--- src/rtl/alu32_pkg.sv ---
package alu32_pkg;
  localparam int unsigned DATA_W = 32;
  localparam int unsigned MODE_W = 4;

  typedef enum logic [MODE_W-1:0] {
    OP_ADD  = 4'b0000,
    OP_ADDU = 4'b0001,
    OP_SUB  = 4'b0010,
    OP_SUBU = 4'b0011,
    OP_AND  = 4'b0100,
    OP_OR   = 4'b0101,
    OP_XOR  = 4'b0110,
    OP_NOR  = 4'b0111,
    OP_SLT  = 4'b1010,
    OP_SLTU = 4'b1011
  } op_code_e;

  typedef enum logic [2:0] {
    PICK_ZERO = 3'd0,
    PICK_AND  = 3'd1,
    PICK_OR   = 3'd2,
    PICK_XOR  = 3'd3,
    PICK_NOR  = 3'd4,
    PICK_SUM  = 3'd5,
    PICK_LESS = 3'd6
  } slice_pick_e;

  typedef struct packed {
    logic        inv_b;
    logic        cin0;
    slice_pick_e pick;
    logic        carry_en;
    logic        ovf_en;
    logic        cmp_signed;
  } alu_ctl_t;
endpackage

--- src/rtl/alu32_decode.sv ---
module alu32_decode
  import alu32_pkg::*;
#(
  parameter int unsigned MW = MODE_W
) (
  input  logic [MW-1:0] mode,
  output alu_ctl_t      ctl
);
  always_comb begin
    ctl = '{inv_b: 1'b0, cin0: 1'b0, pick: PICK_ZERO,
            carry_en: 1'b0, ovf_en: 1'b0, cmp_signed: 1'b0};
    case (mode)
      OP_ADD:  begin ctl.pick = PICK_SUM; ctl.carry_en = 1'b1; ctl.ovf_en = 1'b1; end
      OP_ADDU: begin ctl.pick = PICK_SUM; ctl.carry_en = 1'b1; end
      OP_SUB:  begin ctl.inv_b = 1'b1; ctl.cin0 = 1'b1; ctl.pick = PICK_SUM;
                     ctl.carry_en = 1'b1; ctl.ovf_en = 1'b1; end
      OP_SUBU: begin ctl.inv_b = 1'b1; ctl.cin0 = 1'b1; ctl.pick = PICK_SUM;
                     ctl.carry_en = 1'b1; end
      OP_AND:  ctl.pick = PICK_AND;
      OP_OR:   ctl.pick = PICK_OR;
      OP_XOR:  ctl.pick = PICK_XOR;
      OP_NOR:  ctl.pick = PICK_NOR;
      OP_SLT:  begin ctl.inv_b = 1'b1; ctl.cin0 = 1'b1; ctl.pick = PICK_LESS;
                     ctl.cmp_signed = 1'b1; end
      OP_SLTU: begin ctl.inv_b = 1'b1; ctl.cin0 = 1'b1; ctl.pick = PICK_LESS; end
      default: ;
    endcase
  end
endmodule

--- src/rtl/alu32_slice.sv ---
module alu32_slice
  import alu32_pkg::*;
(
  input  logic        a,
  input  logic        b,
  input  logic        inv,
  input  logic        ci,
  input  logic        less,
  input  slice_pick_e pick,
  output logic        sum,
  output logic        co,
  output logic        res
);
  logic bx;

  always_comb begin
    bx  = b ^ inv;
    sum = a ^ bx ^ ci;
    co  = (a & bx) | (ci & (a ^ bx));
    case (pick)
      PICK_AND:  res = a & b;
      PICK_OR:   res = a | b;
      PICK_XOR:  res = a ^ b;
      PICK_NOR:  res = ~(a | b);
      PICK_SUM:  res = sum;
      PICK_LESS: res = less;
      default:   res = 1'b0;
    endcase
  end
endmodule

--- src/rtl/alu32.sv ---
module alu32
  import alu32_pkg::*;
#(
  parameter int unsigned W  = DATA_W,
  parameter int unsigned MW = MODE_W
) (
  input  logic [W-1:0]  op_a,
  input  logic [W-1:0]  op_b,
  input  logic [MW-1:0] mode,
  output logic [W-1:0]  result,
  output logic          carry,
  output logic          ovf
);
  localparam int unsigned TOP = W - 1;

  alu_ctl_t ctl;
  logic     chain [W+1];
  logic     sums  [W];
  logic     bits  [W];
  logic     ovf_raw;
  logic     lt_bit;

  alu32_decode #(.MW(MW)) u_dec (.mode(mode), .ctl(ctl));

  assign chain[0] = ctl.cin0;

  for (genvar i = 0; i < W; i++) begin : g_slice
    logic less_in;
    if (i == 0) begin : g_lsb
      assign less_in = lt_bit;
    end else begin : g_rest
      assign less_in = 1'b0;
    end
    alu32_slice u_sl (
      .a(op_a[i]), .b(op_b[i]), .inv(ctl.inv_b), .ci(chain[i]),
      .less(less_in), .pick(ctl.pick),
      .sum(sums[i]), .co(chain[i+1]), .res(bits[i])
    );
    assign result[i] = bits[i];
  end

  always_comb begin
    ovf_raw = chain[W] ^ chain[TOP];
    lt_bit  = ctl.cmp_signed ? (sums[TOP] ^ ovf_raw) : ~chain[W];
    carry   = ctl.carry_en & chain[W];
    ovf     = ctl.ovf_en & ovf_raw;
  end
endmodule

--- config.mk ---
export PLATFORM = sky130hd
export DESIGN_NAME = alu32
export DESIGN_NICKNAME = d
export VERILOG_FILES = /design/src/rtl/alu32_pkg.sv /design/src/rtl/alu32_decode.sv /design/src/rtl/alu32_slice.sv /design/src/rtl/alu32.sv
export SDC_FILE = /design/constraint.sdc
export NUM_CORES = 1
export LEC_CHECK = 0
export ABC_AREA = 0
export BUFFER_PORTS_ARGS = -buffer_cell sky130_fd_sc_hd__buf_4
export CAP_MARGIN = 10
export CORE_UTILIZATION = 45
export DETAILED_ROUTE_END_ITERATION = 10
export MAX_ROUTING_LAYER = met4
export PLACE_DENSITY = 0.7
export SLEW_MARGIN = 0
export SYNTH_ARGS = -nofsm -noshare
export SYNTH_HDL_FRONTEND = slang
export SYNTH_SLANG_ARGS = --single-unit
--- constraint.sdc ---
create_clock -name vclk -period 18.1
set_input_delay 0 -clock vclk [all_inputs]
set_output_delay 0 -clock vclk [all_outputs]
set_load 0.03 [all_outputs]
Yosys cells after proc, flatten, opt, wreduce, memory -nomap -nowiden
Cells that the tools add are included.

Register bits: 0. Input port bits: 68. Output and inout port bits: 34. Word-level logic and storage cells: 383.

Eq/ne operators: 15. Multiplexer cells: 38. Bitwise logic cells: 325. Reductions and logical operators: 5.

Operators by type and width (count): 1-bit case mux with 5 select lines (31); 1-bit XOR (130); 1-bit bitwise AND (98); 1-bit OR (64); 1-bit NOT (33); 3-bit case mux with 6 select lines (1); 4-bit by 3-bit equality test with 1-bit output (second input constant) (4); 3-bit equality test (second input constant) (3); 4-bit by 2-bit equality test with 1-bit output (second input constant) (2); 4-bit equality test (second input constant) (2); 4-bit OR reduction (2); 3-bit by 2-bit equality test with 1-bit output (second input constant) (2); 1-bit case mux with 6 select lines (1); 4-bit by 1-bit equality test with 1-bit output (second input constant) (1); 4-bit zero test (1); 1-bit two-way mux (4); 2-bit OR reduction (2); 3-bit by 1-bit equality test with 1-bit output (second input constant) (1); 2-bit two-way mux (1).

Logic depth before layout (Yosys ltp)
Gate-level depths: netlist of run 1.

Word-level depth: 73. Mapped depth: 41. Depth with buffers taken out: 39.

Hierarchy
From an unflattened synthesis of run 1, not the netlist that was laid out.

Cell total of the unflattened synthesis: 599. Area total of the unflattened synthesis: 4603.2 µm².

By module, submodules not included: alu32_slice at g_slice[0].u_sl ... (instances 31, cells an instance 18, area each 140.1 µm², seq. area each 0.0 µm²); alu32_slice at g_slice[7].u_sl (instances 1, cells an instance 19, area each 130.1 µm², seq. area each 0.0 µm²); alu32_decode (instances 1, cells an instance 15, area each 82.6 µm², seq. area each 0.0 µm²); alu32 (instances 1, cells an instance 7, area each 46.3 µm², seq. area each 0.0 µm²).

Worst setup path after synthesis of run 1
No wires, ideal clock.

Kind: input port to output port. From: input mode[1]. To: output result[0]. Arrival: 12.959 ns. Data required time: 18.100 ns. Slack: 5.141 ns. Stages: 41. Buffers on the path: 3. Cell sequence: buf_2 nand2_1 buf_2 xnor2_1 fa_1 fa_1 fa_1 fa_1 fa_1 fa_1 fa_1 fa_1 fa_1 fa_1 fa_1 fa_1 fa_1 fa_1 [... 5 more ...] fa_1 fa_1 fa_1 fa_1 fa_1 fa_1 fa_1 fa_1 fa_1 fa_1 inv_1 fa_1 inv_1 fa_1 mux2i_1 nand4_1 o41ai_1 buf_4.

Word-level cells in the longest chain between the ends: 73. Elaborated cells between the ends (all ways): 189. Those cells by class: eq/ne (15); mux (5); bitwise (165); reduce/logical (4).

RTL lines: start: declaration (line alu32.sv:9) `input logic [MW-1:0] mode,`; 4-bit by 2-bit equality test with 1-bit output or 4-bit equality test (tied branches) (line alu32_decode.sv:12) `case (mode)`; 4-bit OR reduction (no line); 2-bit two-way mux (line alu32_decode.sv:12); 1-bit XOR (line alu32_slice.sv:17) `bx = b ^ inv;`; 1-bit XOR (line alu32_slice.sv:18, alu32_slice.sv:19); 1-bit bitwise AND (line alu32_slice.sv:19) `co = (a & bx) | (ci & (a ^ bx));`; 1-bit OR (line alu32_slice.sv:19); 1-bit bitwise AND (line alu32_slice.sv:19); [... 57 more ...]; 1-bit bitwise AND (line alu32_slice.sv:19); 1-bit OR (line alu32_slice.sv:19); 1-bit bitwise AND (line alu32_slice.sv:19); 1-bit OR (line alu32_slice.sv:19); 1-bit XOR (line alu32.sv:43) `ovf_raw = chain[W] ^ chain[TOP];`; 1-bit XOR (line alu32.sv:44) `lt_bit = ctl.cmp_signed ? (sums[TOP] ^ ovf_raw) : ~chain[W];`; 1-bit two-way mux (line alu32.sv:44); 1-bit case mux with 6 select lines (*) (line alu32_slice.sv:20) `case (pick)`; end: declaration (line alu32.sv:10) `output logic [W-1:0] result,`.

Every way passes the cells marked *; elsewhere a longest branch is shown, timed or not.

Worst setup path after layout of run 1
From: input mode[2]. To: output result[0].

The elaborated chain is that of the path after synthesis.

==> results.json, run 1 <==
{
  "status": "finished, final reports clean",
  "synthCells": 458,
  "comb_power_share_pct": 100.0,
  "wl_per_cell_um": 13.8,
  "gr-total-overflow": 0,
  "holdBufCountCts": 0,
  "critical_path_buf_inv_count": 6,
  "dr.pass1.iters": 6,
  "cp_data_arrival_time_ns": 14.06,
  "fin_hold_ws_ns": 0.559,
  "finalHoldViolations": 0,
  "period_needed_ns": 14.06,
  "cpMostUsedCell": "fa_1",
  "syn_avg_cell_area_sq_um": 8.02,
  "register_area_sq_um": 0,
  "grt_first_pass_wirelength_um": 14300,
  "drv_cap": 0,
  "synth_fa_ha_area_share_pct": 39.2,
  "rsz0062_at_grt": "false",
  "io_pins": 102,
  "grt_usage_pct": 20.6,
  "vias_per_cell": 5.29,
  "leakage_nw": 2.16,
  "worstSetupStartpointType": "primary input",
  "yosysSeqAreaShare_pct": 0,
  "crit_slowest_cell": "buf_4",
  "p_int_w": 0.0000606,
  "die_area_sq_mm": 0.00853,
  "num-clock-buffers": 0,
  "synth_cell_types": 31,
  "path_delay_family": "adder cells",
  "synth_fp_nets": 622,
  "slew_headroom_pct": 46.0,
  "max_freq_ghz": 0.0711,
  "area_delta_synth_final_pct": 13.9,
  "antenna_left": 0,
  "grt_pass1_vias": 3211,
  "muxShareOfSynthArea_pct": 5.48,
  "p_sw_w": 0.0000781,
  "setup_violations": 0,
  "setup_slack_ns": 4.04,
  "num_antenna_cells": 0,
  "p_per_area_mw_per_mm2": 33.1,
  "layout-drive-gt1-share_pct": 22.2,
  "place_ws_ns": 4.02,
  "crit_type": "in -> out",
  "place_hpwl_um": 6460,
  "vias": 3184,
  "cts_setup_buffers": 0,
  "place_congestion": 0.798,
  "wl_um": 8300,
  "synth_area_leader_cell": "ha_1",
  "worstPathMaxFanout": 40,
  "min_path_type": "in -> out",
  "synth.most_common_cell": "inv_1",
  "placed_cell_area_sq_mm": 0.00419,
  "slew_violations": 0,
  "setup-tns-final_ns": 0,
  "final.period_utilization_pct": 77.7,
  "synth-simple-area-share_pct": 11.9,
  "dieWidth_um": 92.4,
  "final_cell_count_no_fill": 602,
  "portBuffers": 102,
  "dp_cells": 602,
  "switching_share_pct": 56.3,
  "grt_start_max_net_pins": 85,
  "numSequentialCells": 0,
  "netlist_area_sq_mm": 0.00367,
  "synth_compound_area_share_pct": 17.9,
  "synth_xor_area_share_pct": 7.87,
  "nets": 666,
  "antenna_found_initial": 0,
  "worst-slew-pin-transition_ns": 0.810,
  "die_h_um": 92.4,
  "drc": 0,
  "rows": 32,
  "irDropWorstVdd_uv": 13.0,
  "synth_top_family_by_area": "adder cells",
  "yosys-top-cells-area": "ha_1 (22%), fa_1 (17%), xnor2_1 (7.9%)",
  "cp-end-kind": "primary output",
  "yosysWarnings": 0,
  "seqPwrFrac_pct": 0,
  "start_util_pct": 47.1,
  "synth_top_area_share_pct": 21.8,
  "max_stage_delay_ns": 0.45,
  "synth_common_cells": "inv_1 (68), ha_1 (64), nor2_1 (52), buf_4 (34), xnor2_1 (33)",
  "core_sq_mm": 0.00781,
  "post_cts_resized": 0,
  "required_ns": 18.10,
  "drt_iter0_markers": 108,
  "final_cell_area_sq_mm": 0.00419,
  "pwr-share-clk_pct": 0
}
[area by class of cell]
class / count / area [sq um]
inverter: 68 / 255
fill: 749 / 3620
timing repair buffer: 103 / 773
multi-input combinational: 329 / 3030
tap: 102 / 128
[per-stage QoR]
step | total power, W | utilization [%]
3_5_place_dp | 0.000140 | 53.6
4_1_cts | 0.000140 | 53.6
2_1_floorplan | 0.000104 | -
3_3_place_gp | 0.000136 | 53.6
5_1_grt | 0.000155 | 53.6
6_report | 0.000139 | 53.6
[path summary, 6_finish.rpt]
check                 startpoint    endpoint  slack [ns]  cells after the start
worst max-delay path     mode[2]   result[0]        4.04                     41
worst min-delay path    op_a[24]  result[24]        0.56                      4
[power by group through the flow]
| stage | Sequential (W) | Clock (W) | Combinational [W] |
|---|---|---|---|
| after floorplan | 0 | 0 | 0.000104 |
| after global placement | 0 | 0 | 0.000136 |
| after detailed placement | 0 | 0 | 0.000140 |
| after CTS | 0 | 0 | 0.000140 |
| after global routing | 0 | 0 | 0.000155 |
| final | 0 | 0 | 0.000139 |
[metal layers]
metal | GRT usage [%] | routed length, um
met3 | 0.575 | 290
met5 | - | 0
met2 | 37.9 | 4360
met4 | 2.99 | 110
met1 | 25.7 | 3540
[layout by cell type, fill, tap and decap left out, drive strengths merged]
cell type / instances
and3b: 1
nand2b: 1
nand2: 29
o21ai: 5
o21a: 11
fa: 32
nor2: 52
mux2i: 1
a311oi: 17
and2: 1
and3: 1
buf: 103
a32o: 3
ha: 64
nor2b: 15
mux2: 17
a211o: 21
nor3: 1
inv: 68
a211oi: 10
a2111oi: 1
nand4: 1
xnor2: 33
o41ai: 1
a31o: 1
o32ai: 10
[kinds of logic after synthesis]
logic type,after synthesis
mux,18
simple gates,102
fa+ha+maj,96
xor+xnor,33
compound gates,80
buf+inv,129
Note: power is estimated with default switching activity, not from simulation.
==> run 2, diff against run 1 <==
--- a/config.mk
+++ b/config.mk
@@ -5,13 +5,13 @@
 export SDC_FILE = /design/constraint.sdc
 export NUM_CORES = 1
 export LEC_CHECK = 0
-export ABC_AREA = 0
+export ABC_AREA = 1
 export BUFFER_PORTS_ARGS = -buffer_cell sky130_fd_sc_hd__buf_4
 export CAP_MARGIN = 10
 export CORE_UTILIZATION = 45
 export DETAILED_ROUTE_END_ITERATION = 10
 export MAX_ROUTING_LAYER = met4
-export PLACE_DENSITY = 0.7
+export PLACE_DENSITY = 0.73
 export SLEW_MARGIN = 0
 export SYNTH_ARGS = -nofsm -noshare
 export SYNTH_HDL_FRONTEND = slang
==> constraint.sdc (replaced) <==
create_clock -name vclk -period 11.8
set_input_delay 0 -clock vclk [all_inputs]
set_output_delay 0 -clock vclk [all_outputs]
set_load 0.03 [all_outputs]
==> run 2 against run 1 <==
Compared with the run above: setup slack worse by 4.0 ns; count of clock-buffer cells in the layout stayed put; largest cell class unchanged; via count is 17% higher.
==> results.json, run 2 <==
{
  "grt_pass1_vias": 3671,
  "synth_common_cells": "inv_1 (139), nand2_1 (107), nor2_1 (68), nand3_1 (65), ha_1 (64)",
  "setup_violations": 0,
  "min_path_type": "in -> out",
  "wl_um": 9470,
  "drt_iter0_markers": 138,
  "die_h_um": 93.7,
  "vias_per_cell": 4.88,
  "final_common_cell": "inv_1",
  "drc": 0,
  "netlist_area_sq_mm": 0.00378,
  "synth_cell_types": 15,
  "layout-drive-gt1-share_pct": 24.3,
  "vias": 3741,
  "cpMostUsedCell": "fa_2",
  "status": "finished, final reports clean",
  "max_stage_delay_ns": 0.53,
  "antenna_found_initial": 0,
  "max_freq_ghz": 0.0851,
  "finalHoldViolations": 0,
  "slew_violations": 0,
  "num_antenna_cells": 0,
  "final_util_pct": 55.9,
  "crit_type": "in -> out",
  "numSequentialCells": 0,
  "setup-tns-final_ns": 0,
  "irDropWorstVdd_uv": 23.9,
  "dr.pass1.iters": 5,
  "register_area_sq_um": 0,
  "cp-end-kind": "primary output",
  "dp_cells": 763,
  "final_cell_count_no_fill": 767,
  "dieWidth_um": 93.7,
  "rows": 33,
  "rsz0062_at_grt": "true",
  "worstSetupStartpointType": "primary input",
  "gr-total-overflow": 0,
  "worst-slew-pin-transition_ns": 1.20,
  "worstPathMaxFanout": 3,
  "slew_headroom_pct": 19.8,
  "place_hpwl_um": 7130,
  "yosysSeqAreaShare_pct": 0,
  "fin_hold_ws_ns": 0.320,
  "p_per_area_mw_per_mm2": 48.2,
  "leakage_nw": 2.67,
  "nets": 828,
  "cp_data_arrival_time_ns": 11.75,
  "holdBufCountCts": 0,
  "synth_top_area_share_pct": 21.2,
  "place_congestion": 0.854,
  "antenna_left": 0,
  "grt_first_pass_wirelength_um": 15700,
  "required_ns": 11.80,
  "num-clock-buffers": 0,
  "synthCells": 599,
  "period_needed_ns": 11.75,
  "synth.most_common_cell": "inv_1",
  "final_cell_area_sq_mm": 0.00457,
  "wl_per_cell_um": 12.3,
  "core_sq_mm": 0.00818,
  "drv_cap": 0,
  "placed_cell_area_sq_mm": 0.00449,
  "synth_area_leader_cell": "ha_1",
  "yosysWarnings": 0,
  "final.period_utilization_pct": 99.6,
  "syn_avg_cell_area_sq_um": 6.31,
  "portBuffers": 102,
  "die_area_sq_mm": 0.00877,
  "area_delta_synth_final_pct": 20.9,
  "start_util_pct": 46.2,
  "io_pins": 102,
  "grt_start_max_net_pins": 69,
  "synth_fp_nets": 763,
  "grt_usage_pct": 22.5,
  "mostFrequentLayoutCells": "inv_1 (135), buf_4 (115), nand2_1 (105)",
  "yosys-top-cells-area": "ha_1 (21%), fa_1 (17%), inv_1 (14%)",
  "crit_slowest_cell": "fa_2"
}
-- run 2: cell count changes after synthesis, sizes merged, moves of 11 or more --
cell,previous run,this run
xnor2,33,0
inv,68,139
nor2b,15,0
mux2,17,0
a311oi,17,0
a211o,21,0
xor2,0,32
nor2,52,70
nand2,29,107
nand3,0,65
o21ai,5,33
o21a,11,0
-- run 2: worst paths after layout --
check / startpoint / endpoint / slack, ns / cells past startpoint
max: mode[2] / result[31] / 0.05 / 42
min: mode[0] / ovf / 0.32 / 3
-- run 2: cell type report --
cell class                 instances  area (sq um)
inverter                         139           524
tap                              105           131
fill                             793          3610
timing repair buffer             119           912
multi-input combinational        404          3000
-- run 2: per-layer routing --
layer | share of wire [%] | global-route usage (%) | vias to the layer above
met3 | 6.3 | 0.890 | 15
li1 | - | - | 1867
met5 | 0 | - | -
met4 | 1.7 | 5.00 | 0
met2 | 50 | 40.7 | 131
met1 | 42 | 27.7 | 1728
-- run 2: logic make-up (layout without fill, tap and decap cells) --
| kind of cell | Yosys count | count (layout) | share of synthesized area, % |
|---|---|---|---|
| AND/OR/NAND/NOR | 243 | 243 | 26.6 |
| buffers and inverters | 195 | 258 | 23.5 |
| adder cells (fa/ha/maj) | 96 | 96 | 38.1 |
| AO/OA/AOI/OAI | 33 | 33 | 4.37 |
| XOR/XNOR | 32 | 32 | 7.41 |
-- run 2: timing repair --
item | in CTS | in global routing
resized for setup | 17 | 3
pin swaps | 3 | 4
buffers inserted | 3 | 1
setup endpoints to repair | 5 | 5
hold endpoints to repair | 0 | 0
-- run 2: report_power, final --
part / internal [W] / switching, W / leakage, nW / total (W)
sequential: 0 / 0 / 0 / 0
clock: 0 / 0 / 0 / 0
combinational: 0.0000911 / 0.000129 / 2.67 / 0.000220
-- run 2: critical path: cells and delay by family --
family / cells / cell delay [ns]
buf+inv: 5 / 0.39
simple gates: 5 / 0.30
fa+ha+maj: 31 / 10.91
xor+xnor: 1 / 0.15
-- run 2: metrics by stage --
step,worst slack [ns],power (W)
floorplan,0.0119,0.000158
global placement,-0.261,0.000208
detailed placement,-0.386,0.000214
CTS,-0.00121,0.000220
global route,-0.221,0.000247
finish,0.0461,0.000220
==> run 3, diff against run 2 <==
--- a/config.mk
+++ b/config.mk
@@ -5,7 +5,6 @@
 export SDC_FILE = /design/constraint.sdc
 export NUM_CORES = 1
 export LEC_CHECK = 0
-export ABC_AREA = 1
 export BUFFER_PORTS_ARGS = -buffer_cell sky130_fd_sc_hd__buf_4
 export CAP_MARGIN = 10
 export CORE_UTILIZATION = 45
==> run 3 against run 2 <==
Compared with the run above: via count decreased by 14%; worst hold slack improved by 0.26 ns; count of clock-buffer cells in the layout unchanged; highest routed layer unchanged.
==> results.json, run 3 (synthesis gave the netlist of run 1 again) <==
{
  "min_path_type": "in -> out",
  "crit_type": "in -> out",
  "dr.pass1.iters": 4,
  "dp_cells": 611,
  "layout-drive-gt1-share_pct": 31.4,
  "grt_first_pass_wirelength_um": 14900,
  "startpoint": "mode[2]",
  "worst-slew-pin-transition_ns": 0.830,
  "required_ns": 11.80,
  "holdBufCountCts": 0,
  "cp_data_arrival_time_ns": 11.75,
  "rsz0062_at_grt": "true",
  "wl_per_cell_um": 14.2,
  "cp-end-kind": "primary output",
  "register_area_sq_um": 0,
  "portBuffers": 102,
  "slew_violations": 0,
  "io_pins": 102,
  "gr-total-overflow": 0,
  "p_per_area_mw_per_mm2": 51.8,
  "path_delay_family": "adder cells",
  "finalHoldViolations": 0,
  "die_area_sq_mm": 0.00853,
  "final_cell_count_no_fill": 612,
  "drc": 0,
  "die_h_um": 92.4,
  "worstPathMaxFanout": 3,
  "status": "finished, final reports clean",
  "num_antenna_cells": 0,
  "setup_violations": 0,
  "numSequentialCells": 0,
  "grt_pass1_vias": 3290,
  "grt_usage_pct": 21.6,
  "slew_headroom_pct": 44.7,
  "place_congestion": 0.849,
  "fin_hold_ws_ns": 0.581,
  "cp-endpoint": "result[0]",
  "wl_um": 8700,
  "nets": 676,
  "antenna_found_initial": 0,
  "drt_iter0_markers": 89,
  "final_util_pct": 56.4,
  "setup-tns-final_ns": 0,
  "core_sq_mm": 0.00781,
  "num-clock-buffers": 0,
  "max_freq_ghz": 0.0851,
  "crit_slowest_cell": "fa_2",
  "vias": 3221,
  "irDropWorstVdd_uv": 32.8,
  "max_stage_delay_ns": 0.37,
  "cpMostUsedCell": "fa_2",
  "vias_per_cell": 5.26,
  "place_hpwl_um": 6700,
  "path_depth": 41,
  "final.period_utilization_pct": 99.6,
  "critical_path_buf_inv_count": 5,
  "drv_cap": 0,
  "grt_start_max_net_pins": 85,
  "leakage_nw": 2.21,
  "start_util_pct": 47.1,
  "worstSetupStartpointType": "primary input",
  "dieWidth_um": 92.4,
  "rows": 32,
  "nFillCells": 723,
  "antenna_left": 0,
  "area_delta_synth_final_pct": 19.8,
  "period_needed_ns": 11.75,
  "final_common_cell": "buf_4",
  "mostFrequentLayoutCells": "buf_4 (109), inv_1 (65), ha_1 (64)",
  "multi_input_area_sq_mm": 0.00315
}
## run 3: changes by cell type in the layout (fill, tap and decap cells not counted), moves of 10 or more
cell	delta
a311oi_1	+17
xor2_1	-31
nor2_1	-15
nand2_1	-77
o21ai_0	-26
a211oi_1	+10
a211o_1	+21
inv_1	-70
nand3_1	-65
o21a_1	+11
mux2_1	+10
xnor2_1	+31
nor2b_1	+15
## run 3: final cells by class
type,count,area share (%)
multi-input cells,329,71.4
inverters,68,5.97
repair buffers,113,19.7
well taps,102,2.90
## run 3: how the worst min path moves through the flow
stage	start	to	slack [ns]	depth (start not counted)
final	mode[3]	result[31]	0.58	3
after detailed placement	op_a[24]	result[24]	0.59	4
after CTS	op_a[24]	result[24]	0.59	4
after floorplan	mode[3]	carry	0.30	2
after global routing	mode[3]	result[31]	0.62	3
after global placement	op_a[24]	result[24]	0.58	4
## run 3: layer usage
metal	vias to the layer above	GRT usage, %	part of all wire, %
met3	4	0.411	2.8
met4	0	1.69	0.53
met1	1559	27.5	45
li1	1589	-	-
met5	-	-	0
met2	69	39.8	51
## run 3: stage by stage
| step | setup WS, ns | power [W] | cell area [sq um] |
|---|---|---|---|
| finish | 0.0523 | 0.000228 | 4400 |
| global placement | -0.269 | 0.000216 | 4320 |
| floorplan | 0.00334 | 0.000164 | 3750 |
| CTS | -0.0317 | 0.000229 | 4390 |
| global route | -0.235 | 0.000255 | 4400 |
| detailed placement | -0.425 | 0.000224 | 4320 |
## run 3: power breakdown
group / internal, W / total, W / switching, W
clock: 0 / 0 / 0
combinational: 0.000103 / 0.000228 / 0.000125
sequential: 0 / 0 / 0
## run 3: what timing repair did
item | in CTS | in global routing
gates resized for setup | 18 | 4
setup buffers | 1 | 0
setup endpoints to repair | 5 | 5
endpoints found under the hold margin | 0 | 0
pin swaps | 3 | 1
